<file path="src/rtl/ndiv_ramp_pkg.sv">
package ndiv_ramp_pkg;

    localparam int STEP_W = 8;

    typedef enum logic [2:0] {
        S_IDLE   = 3'd0,
        S_ENTER  = 3'd1,
        S_WAIT_N = 3'd2,
        S_WAIT_R = 3'd3,
        S_POLL   = 3'd4,
        S_FIN    = 3'd5
    } ramp_state_e;

endpackage

</file>
<file path="src/rtl/ndiv_ramp_tick.sv">
// Microsecond time base: one-cycle tick every DIV cycles while run is high.
module ndiv_ramp_tick #(
    parameter int DIV = 200
) (
    input  logic clk,
    input  logic rst_n,
    input  logic run,
    output logic tick
);
    localparam int CW = (DIV > 1) ? $clog2(DIV) : 1;
    localparam logic [CW-1:0] LAST = CW'(DIV - 1);

    logic [CW-1:0] cnt_d, cnt_q;

    always_comb begin
        cnt_d = cnt_q;
        if (!run) begin
            cnt_d = '0;
        end else if (cnt_q == LAST) begin
            cnt_d = '0;
        end else begin
            cnt_d = cnt_q + 1'b1;
        end
    end

    always_ff @(posedge clk or negedge rst_n) begin
        if (!rst_n) begin
            cnt_q <= '0;
        end else begin
            cnt_q <= cnt_d;
        end
    end

    assign tick = run && (cnt_q == LAST);

endmodule

</file>
<file path="src/rtl/ndiv_ramp_sync.sv">
// Multi-flop synchronizer for the asynchronous ramp-done status.
module ndiv_ramp_sync #(
    parameter int STAGES = 2
) (
    input  logic clk,
    input  logic rst_n,
    input  logic din,
    output logic dout
);
    logic [STAGES-1:0] sh_q;

    generate
        for (genvar g = 0; g < STAGES; g++) begin : g_stage
            if (g == 0) begin : g_first
                always_ff @(posedge clk or negedge rst_n) begin
                    if (!rst_n) sh_q[0] <= 1'b0;
                    else        sh_q[0] <= din;
                end
            end else begin : g_next
                always_ff @(posedge clk or negedge rst_n) begin
                    if (!rst_n) sh_q[g] <= 1'b0;
                    else        sh_q[g] <= sh_q[g-1];
                end
            end
        end
    endgenerate

    assign dout = sh_q[STAGES-1];

endmodule

</file>
<file path="src/rtl/ndiv_ramp_step_lut.sv">
// Ramp step coefficients selected by comparison frequency (kHz).
module ndiv_ramp_step_lut
    import ndiv_ramp_pkg::*;
#(
    parameter int FW = 16
) (
    input  logic [FW-1:0]     khz,
    output logic              ok,
    output logic [STEP_W-1:0] step_a,
    output logic [STEP_W-1:0] step_b
);
    always_comb begin
        ok     = 1'b1;
        step_a = '0;
        step_b = '0;
        case (khz)
            FW'(12000), FW'(12800), FW'(13000): begin
                step_a = 8'h2B;
                step_b = 8'h0B;
            end
            FW'(19200): begin
                step_a = 8'h12;
                step_b = 8'h08;
            end
            FW'(38400): begin
                step_a = 8'h04;
                step_b = 8'h05;
            end
            default: ok = 1'b0;
        endcase
    end

endmodule

</file>
<file path="src/rtl/ndiv_ramp_ctrl.sv">
// Feedback divider ramp sequencer.
module ndiv_ramp_ctrl
    import ndiv_ramp_pkg::*;
#(
    parameter int NW          = 8,
    parameter int FW          = 16,
    parameter int TICK_DIV    = 200,
    parameter int POLL_MAX    = 500,
    parameter int SYNC_STAGES = 2
) (
    input  logic              clk,
    input  logic              rst_n,
    input  logic              start_i,
    input  logic [NW-1:0]     target_n_i,
    input  logic [NW-1:0]     cur_n_i,
    input  logic [FW-1:0]     cmp_khz_i,
    input  logic              ramp_done_i,
    output logic              step_wr_o,
    output logic [STEP_W-1:0] step_a_o,
    output logic [STEP_W-1:0] step_b_o,
    output logic              n_wr_o,
    output logic [NW-1:0]     n_val_o,
    output logic              mode_wr_o,
    output logic              slowdown_o,
    output logic              dynramp_o,
    output logic              busy_o,
    output logic              done_o,
    output logic              timeout_o,
    output logic              cfg_err_o
);
    localparam int PW = $clog2(POLL_MAX + 1);
    localparam logic [PW-1:0] POLL_LAST = PW'(POLL_MAX - 1);

    typedef struct packed {
        ramp_state_e       st;
        logic [NW-1:0]     nval;
        logic [STEP_W-1:0] sa;
        logic [STEP_W-1:0] sb;
        logic [PW-1:0]     polls;
        logic              tmo_flag;
        logic              step_wr;
        logic              n_wr;
        logic              mode_wr;
        logic              slow;
        logic              ramp;
        logic              done;
        logic              tmo;
        logic              cfg_err;
    } ctrl_t;

    ctrl_t r_d, r_q;

    logic              tick;
    logic              run;
    logic              done_sync;
    logic              lut_ok;
    logic [STEP_W-1:0] lut_a;
    logic [STEP_W-1:0] lut_b;

    assign run = (r_q.st == S_WAIT_N) || (r_q.st == S_WAIT_R) || (r_q.st == S_POLL);

    ndiv_ramp_tick #(.DIV(TICK_DIV)) u_tick (
        .clk  (clk),
        .rst_n(rst_n),
        .run  (run),
        .tick (tick)
    );

    ndiv_ramp_sync #(.STAGES(SYNC_STAGES)) u_sync (
        .clk  (clk),
        .rst_n(rst_n),
        .din  (ramp_done_i),
        .dout (done_sync)
    );

    ndiv_ramp_step_lut #(.FW(FW)) u_lut (
        .khz   (cmp_khz_i),
        .ok    (lut_ok),
        .step_a(lut_a),
        .step_b(lut_b)
    );

    always_comb begin
        r_d         = r_q;
        r_d.step_wr = 1'b0;
        r_d.n_wr    = 1'b0;
        r_d.mode_wr = 1'b0;
        r_d.done    = 1'b0;
        r_d.tmo     = 1'b0;
        r_d.cfg_err = 1'b0;
        case (r_q.st)
            S_IDLE: begin
                if (start_i) begin
                    if (target_n_i == cur_n_i) begin
                        r_d.done = 1'b1;
                    end else if (!lut_ok) begin
                        r_d.done    = 1'b1;
                        r_d.cfg_err = 1'b1;
                    end else begin
                        r_d.st       = S_ENTER;
                        r_d.nval     = target_n_i;
                        r_d.sa       = lut_a;
                        r_d.sb       = lut_b;
                        r_d.polls    = '0;
                        r_d.tmo_flag = 1'b0;
                        r_d.step_wr  = 1'b1;
                    end
                end
            end
            S_ENTER: begin
                r_d.mode_wr = 1'b1;
                r_d.slow    = 1'b1;
                r_d.ramp    = 1'b0;
                r_d.st      = S_WAIT_N;
            end
            S_WAIT_N: begin
                if (tick) begin
                    r_d.n_wr = 1'b1;
                    r_d.st   = S_WAIT_R;
                end
            end
            S_WAIT_R: begin
                if (tick) begin
                    r_d.mode_wr = 1'b1;
                    r_d.slow    = 1'b1;
                    r_d.ramp    = 1'b1;
                    r_d.st      = S_POLL;
                end
            end
            S_POLL: begin
                if (tick) begin
                    if (done_sync || (r_q.polls == POLL_LAST)) begin
                        r_d.tmo_flag = !done_sync;
                        r_d.mode_wr  = 1'b1;
                        r_d.slow     = 1'b0;
                        r_d.ramp     = 1'b0;
                        r_d.st       = S_FIN;
                    end else begin
                        r_d.polls = r_q.polls + 1'b1;
                    end
                end
            end
            S_FIN: begin
                r_d.done = 1'b1;
                r_d.tmo  = r_q.tmo_flag;
                r_d.st   = S_IDLE;
            end
            default: r_d.st = S_IDLE;
        endcase
    end

    always_ff @(posedge clk or negedge rst_n) begin
        if (!rst_n) begin
            r_q <= '0;
        end else begin
            r_q <= r_d;
        end
    end

    assign step_wr_o  = r_q.step_wr;
    assign step_a_o   = r_q.sa;
    assign step_b_o   = r_q.sb;
    assign n_wr_o     = r_q.n_wr;
    assign n_val_o    = r_q.nval;
    assign mode_wr_o  = r_q.mode_wr;
    assign slowdown_o = r_q.slow;
    assign dynramp_o  = r_q.ramp;
    assign busy_o     = (r_q.st != S_IDLE);
    assign done_o     = r_q.done;
    assign timeout_o  = r_q.tmo;
    assign cfg_err_o  = r_q.cfg_err;

endmodule

</file>
<file path="config.mk">
export PLATFORM = sky130hd
export DESIGN_NAME = ndiv_ramp_ctrl
export DESIGN_NICKNAME = d
export VERILOG_FILES = /design/src/rtl/ndiv_ramp_pkg.sv /design/src/rtl/ndiv_ramp_tick.sv /design/src/rtl/ndiv_ramp_sync.sv /design/src/rtl/ndiv_ramp_step_lut.sv /design/src/rtl/ndiv_ramp_ctrl.sv
export SDC_FILE = /design/constraint.sdc
export NUM_CORES = 1
export LEC_CHECK = 0
export BUFFER_PORTS_ARGS = -buffer_cell sky130_fd_sc_hd__buf_2
export CAP_MARGIN = 20
export CORE_ASPECT_RATIO = 1.25
export CORE_UTILIZATION = 47
export DETAILED_ROUTE_END_ITERATION = 8
export GPL_TIMING_DRIVEN = 0
export PLACE_DENSITY = 0.75
export SLEW_MARGIN = 0
export SYNTH_ARGS = -nofsm -noshare
export SYNTH_HDL_FRONTEND = slang
export SYNTH_SLANG_ARGS = --single-unit
</file>
<file path="constraint.sdc">
create_clock -name clk -period 1.9 [get_ports clk]
set_input_delay 0.095 -clock clk [delete_from_list [all_inputs] [get_ports clk]]
set_output_delay 0.095 -clock clk [all_outputs]
set_load 0.01 [all_outputs]
</file>
Word-level counts from Yosys, hierarchy flattened
Index checks and enable logic that the tools add are counted.
{"block": "op_classes", "addsub": 2, "n_mul": 0, "div_mod_pow": 0, "n_lt_le_gt_ge": 0, "eq_ne": 21, "shifts": 0, "mux": 32, "bitwise": 1, "n_reduce_logical": 16}
{"operator": "38-bit two-way mux", "count": 3}
{"operator": "16-bit by 14-bit equality test with 1-bit output (second input constant)", "count": 3}
{"operator": "3-bit two-way mux", "count": 7}
{"operator": "10-bit case mux with 2 select lines", "count": 1}
{"operator": "6-bit case mux with 3 select lines", "count": 1}
{"operator": "16-bit by 15-bit equality test with 1-bit output (second input constant)", "count": 1}
{"operator": "16-bit equality test (second input constant)", "count": 1}
{"operator": "8-bit two-way mux", "count": 2}
{"operator": "3-bit case mux with 5 select lines", "count": 1}
{"operator": "2-bit != test (second input constant)", "count": 7}
{"operator": "1-bit two-way mux", "count": 12}
{"operator": "4-bit case mux with 3 select lines", "count": 1}
{"operator": "6-bit AND reduction", "count": 2}
{"operator": "10-bit two-way mux", "count": 1}
{"operator": "9-bit by 1-bit adder with 9-bit output (second input constant)", "count": 1}
{"operator": "9-bit equality test (second input constant)", "count": 1}
{"operator": "9-bit two-way mux", "count": 1}
{"operator": "3-bit case mux with 3 select lines", "count": 1}
{"operator": "8-bit by 1-bit adder with 8-bit output (second input constant)", "count": 1}
{"operator": "8-bit equality test", "count": 1}
{"operator": "8-bit equality test (second input constant)", "count": 1}
{"operator": "4-bit AND reduction", "count": 2}
{"operator": "7-bit AND reduction", "count": 1}
{"operator": "3-bit by 2-bit equality test with 1-bit output (second input constant)", "count": 2}
{"operator": "13 further kinds", "count": 17}
{"block": "totals", "reg_bits": 55, "latchBits": 0, "ramBits": 0, "romBits": 0, "in_bits": 36, "output_inout_bits": 33, "wordCells": 89, "memories": 0}

Longest topological paths before layout
{"block": "depth", "depth_word": 7, "depth_mapped": 7, "depth_no_buf": 7}

Cells and area by module
Synthesis repeated with hierarchy kept, for this count alone.
{"block": "hier_totals", "hier_cells": 285, "area_unflattened_um2": 3039.2}
{"mod": "ndiv_ramp_ctrl", "n_inst": 1, "cells_per_inst": 208, "area_each_um2": 2316.0}
{"mod": "ndiv_ramp_tick", "n_inst": 1, "cells_per_inst": 40, "area_each_um2": 407.9}
{"mod": "ndiv_ramp_step_lut", "n_inst": 1, "cells_per_inst": 35, "area_each_um2": 265.3}
{"mod": "ndiv_ramp_sync", "n_inst": 1, "cells_per_inst": 2, "area_each_um2": 50.0}

Least setup slack after synthesis
OpenSTA, ideal clock, no wires.
{"block": "synth_path", "path_type": "register -> register", "start": "register r_q[9] (netlist name)", "end": "register r_q[13] (netlist name)", "setup_ps": 65, "arrival_time_ps": 1785, "required_ps": 1835, "path_slack_ps": 50, "path_stages_with_launch": 8, "path_buffers": 0, "period_less_slack_ps": 1850, "cell_sequence": "dfrtp_1 -> ha_1 -> nor2b_1 -> and4_1 -> or4b_1 -> nor3_1 -> a31oi_1 -> nand2_1"}
{"block": "synth_between", "elab_chain_cells": 4}
{"item": "from (decl)", "line": "ndiv_ramp_ctrl.sv:51", "source": "ctrl_t r_d, r_q;"}
{"item": "from (signal assigned)", "line": "ndiv_ramp_ctrl.sv:156", "source": "r_q <= r_d;"}
{"item": "9-bit by 1-bit adder with 9-bit output / 9-bit equality test (equally long branches)", "line": "ndiv_ramp_ctrl.sv:139, ndiv_ramp_ctrl.sv:132"}
{"item": "9-bit two-way mux / 1-bit logical OR (equally long branches)", "line": "ndiv_ramp_ctrl.sv:132", "source": "if (done_sync || (r_q.polls == POLL_LAST)) begin"}
{"item": "10-bit two-way mux / 2-bit != test (equally long branches)"}
{"item": "10-bit case mux with 2 select lines / 6-bit AND reduction (equally long branches)"}
Parallel ways exist; a longest one is shown, timed or not. The select of a mux whose other input is x is not followed.
A chain may end at the register's enable or synchronous reset.

Worst setup path in the final report
Same ends and word-level chain as after synthesis.

==> impl_metrics.ini <==
[route]
wl_met3_um = 252
routed.top_layer = met4
wl_per_cell_um = 12.9
met1Wirelength_um = 2140
wl_um = 5210
drt_iter0_markers = 77
vias = 2120
viasPerCell = 5.25
drtAntennaViolNets = 0
firstDrtPassIters = 4
drc = 0
dr_wl_met2_um = 2720

[sta]
fmax_ghz = 0.546
clock_skew_ns = 0.00814
fin_crit_ns = 1.83
hold_viol = 0
worstMarginPinSlew_ns = 0.724
slew_viol_final = 0
slew_headroom = 0.513
fin_crit_sh = 0.964
setup_violations = 0
worst_slack_ns = 0.0691

[pwr]
ir_drop_v = 0.000340
p_per_area_nw_per_um2 = 518
p_switching_w = 0.000404
seqPwrFrac = 0.567
p_int_w = 0.00125
combinationalPowerShare = 0.074
swShare = 0.244
p_leak_nw = 1.63
clockPowerShare = 0.359

[logic_synthesis]
ys_ff_latch = 44
syn_inst = 254
synth_cell_types = 53
synth-main-ff-cell = dfrtp_1
async_reset_ff_frac = 1.00
synthesis.area_um2 = 2520
synthMostInstantiatedCell = dfrtp_1
synthTopCellsByArea = dfrtp_1 (44%), buf_4 (7.1%), xor2_1 (4.2%)
syn_area_per_cell_um2 = 9.94
yosysWarnings = 0
yosysTopAreaCell = dfrtp_1
synth-edff-count = 0
netlist.area_leader.share = 0.436
netlist_top_cells_count = dfrtp_1 (44), buf_4 (24), nand2_1 (22), nor2_1 (17), nand3_1 (15)
ys_seq_area_frac = 0.436

[clock_tree]
clockRootBuffer = clkbuf_8
clockBufferDepth = 2
cts_tree = built
htree_levels = 2
clkLatencyLatePin_ns = 0.30
cts.clk_slew.worst_paths_ns = 0.09
cts_sinks = 44
cts_inserted_buffers = 5

[grt]
grt_first_pass_wirelength_um = 8730
grt.total_usage = 0.198
grt-ovfl-total = 0
grt_pass1_vias = 2047
antenna_found_initial = 0
grt_max_degree = 45

[die]
fp.coreArea_um2 = 5120
fp-row-count = 29
start_util = 0.494
die_h_um = 83.9
die_w_um = 67.6
die_area_um2 = 5670
io_pins = 69

[cells_and_area]
final_util = 0.626
drive_above_1_share = 0.398
nFillCells = 438
final_nets = 379
insertedDiodeCount = 0
area_growth_pct = 26.8

[setup_path]
slowest_delay_ns = 0.53
cp.buffers_inverters = 0
crit_path_end_kind = flip-flop
cp_slowest_cell = or4b_4
crit_family = simple AND/OR/NAND/NOR gates
worst-setup-path-type = flip-flop to flip-flop
crit_arrival_ns = 2.08
cp-start-kind = flip-flop
critPathRequiredTime_ns = 2.15
crit_path_max_fanout = 5
cp_cell_sequence = ha_2, nor2b_1, and4_4, or4b_4, nor3_2, a31oi_1, nand2_1

[placed_design]
place_congestion = 0.848
portBuffers = 62
dp.final_hpwl_um = 3840
dpl_worst_slack_ns = -0.243

[status]
status = finished clean

[min_path]
holdCritPathClass = input port to flip-flop

[job]
drv_cap = 0
==> state kept, by name (all words and copies together), names as in the netlist, 2 cells and up <==
register / flops
n_val_o: 8
u_tick.cnt_q: 8
step_a_o: 2
step_b_o: 3
r_q: 13
==> through the flow <==
step	cells	hold slack [ns]	cell area, um2	setup TNS (ns)	power, W
floorplan	259	-0.201	2540	0	0.00100
global placement	383	0.204	2930	-1.84	0.00107
detailed placement	383	0.204	2930	-2.88	0.00108
CTS	396	0.0300	3110	0	0.00168
global route	404	0.0360	3200	-0.00208	0.00173
finish	404	0.0418	3200	0	0.00166
==> worst paths after layout <==
check	from	endpoint	slack (ns)	cells after the start
max	r_q[9]$_DFFE_PN0P_	r_q[13]$_DFFE_PN0P_	0.07	7
min	target_n_i[6]	n_val_o[6]$_DFFE_PN0P_	0.04	2
max reg2reg	r_q[9]$_DFFE_PN0P_	r_q[13]$_DFFE_PN0P_	0.07	7
min reg2reg	u_sync.sh_q[0]$_DFF_PN0_	u_sync.dout$_DFF_PN0_	0.35	0
max in group asynchronous	rst_n	mode_wr_o$_DFF_PN0_	1.36	3
min in group asynchronous	rst_n	step_b_o[2]$_DFFE_PN0P_	0.13	2
==> routing by layer <==
metal / GRT usage / up-vias
met5: 0 / -
met4: 0.0716 / 0
met3: 0.0464 / 9
met2: 0.347 / 57
met1: 0.225 / 1005
li1: - / 1049
==> worst reg2reg max path: stages, from the launching register on <==
cell,delay [ns]
dfrtp_1,0.41
ha_2,0.21
nor2b_1,0.15
and4_4,0.22
or4b_4,0.53
nor3_2,0.12
a31oi_1,0.06
nand2_1,0.08
==> final cells by class <==
type | instances | area [um2] | share of cell area
Inverter | 5 | 18.8 | 0.00586
Clock buffer | 5 | 68.8 | 0.0215
Tap cell | 62 | 77.6 | 0.0242
Buffer | 30 | 211 | 0.0661
Clock inverter | 3 | 23.8 | 0.00743
Multi-Input combinational cell | 180 | 1270 | 0.398
Sequential cell | 44 | 1100 | 0.344
Timing Repair Buffer | 75 | 425 | 0.133
==> power groups by stage <==
| stage | registers, W | logic (W) | clock network [W] |
|---|---|---|---|
| detailed placement | 0.000959 | 0.000116 | 0 |
| global route | 0.000941 | 0.000139 | 0.000649 |
| CTS | 0.000940 | 0.000120 | 0.000621 |
| finish | 0.000940 | 0.000123 | 0.000596 |
| floorplan | 0.000958 | 0.0000427 | 0 |
| global placement | 0.000959 | 0.000114 | 0 |
==> cell usage in the layout, fill, tap and decap left out, drive strengths merged, types with 3 or more instances in the layout <==
cell type	n
xnor2	3
nand4	4
buf	99
and3	9
nand2	22
o21ai	11
and4	5
nor3	4
dfrtp	44
or3	3
nand3	15
and2	6
mux2	9
nor4b	3
nor4	7
nor2	18
conb	6
xor2	12
o31ai	3
a21oi	9
inv	5
clkbuf	9
nand2b	3
nor2b	3
==> cells by family after synthesis <==
| family | count (synthesis) | synth area share |
|---|---|---|
| AND/OR/NAND/NOR | 109 | 0.253 |
| flip-flops | 44 | 0.436 |
| AO/OA/AOI/OAI | 37 | 0.104 |
| buffers and inverters | 35 | 0.0907 |
| XOR/XNOR | 15 | 0.0520 |
| multiplexers | 11 | 0.0525 |
| adder cells (fa/ha/maj) | 2 | 0.00991 |
| other | 1 | 0.00149 |
==> what timing repair did <==
| action | 4_1_cts | 5_1_grt |
|---|---|---|
| pin swaps | 3 | 5 |
| buffers inserted | 3 | 7 |
| setup endpoints to repair | 16 | 14 |
| hold buffers | 2 | 0 |
| resized for setup | 9 | 6 |
| endpoints found under the hold margin | 45 | 0 |
Note: power is estimated with default switching activity, not from simulation.
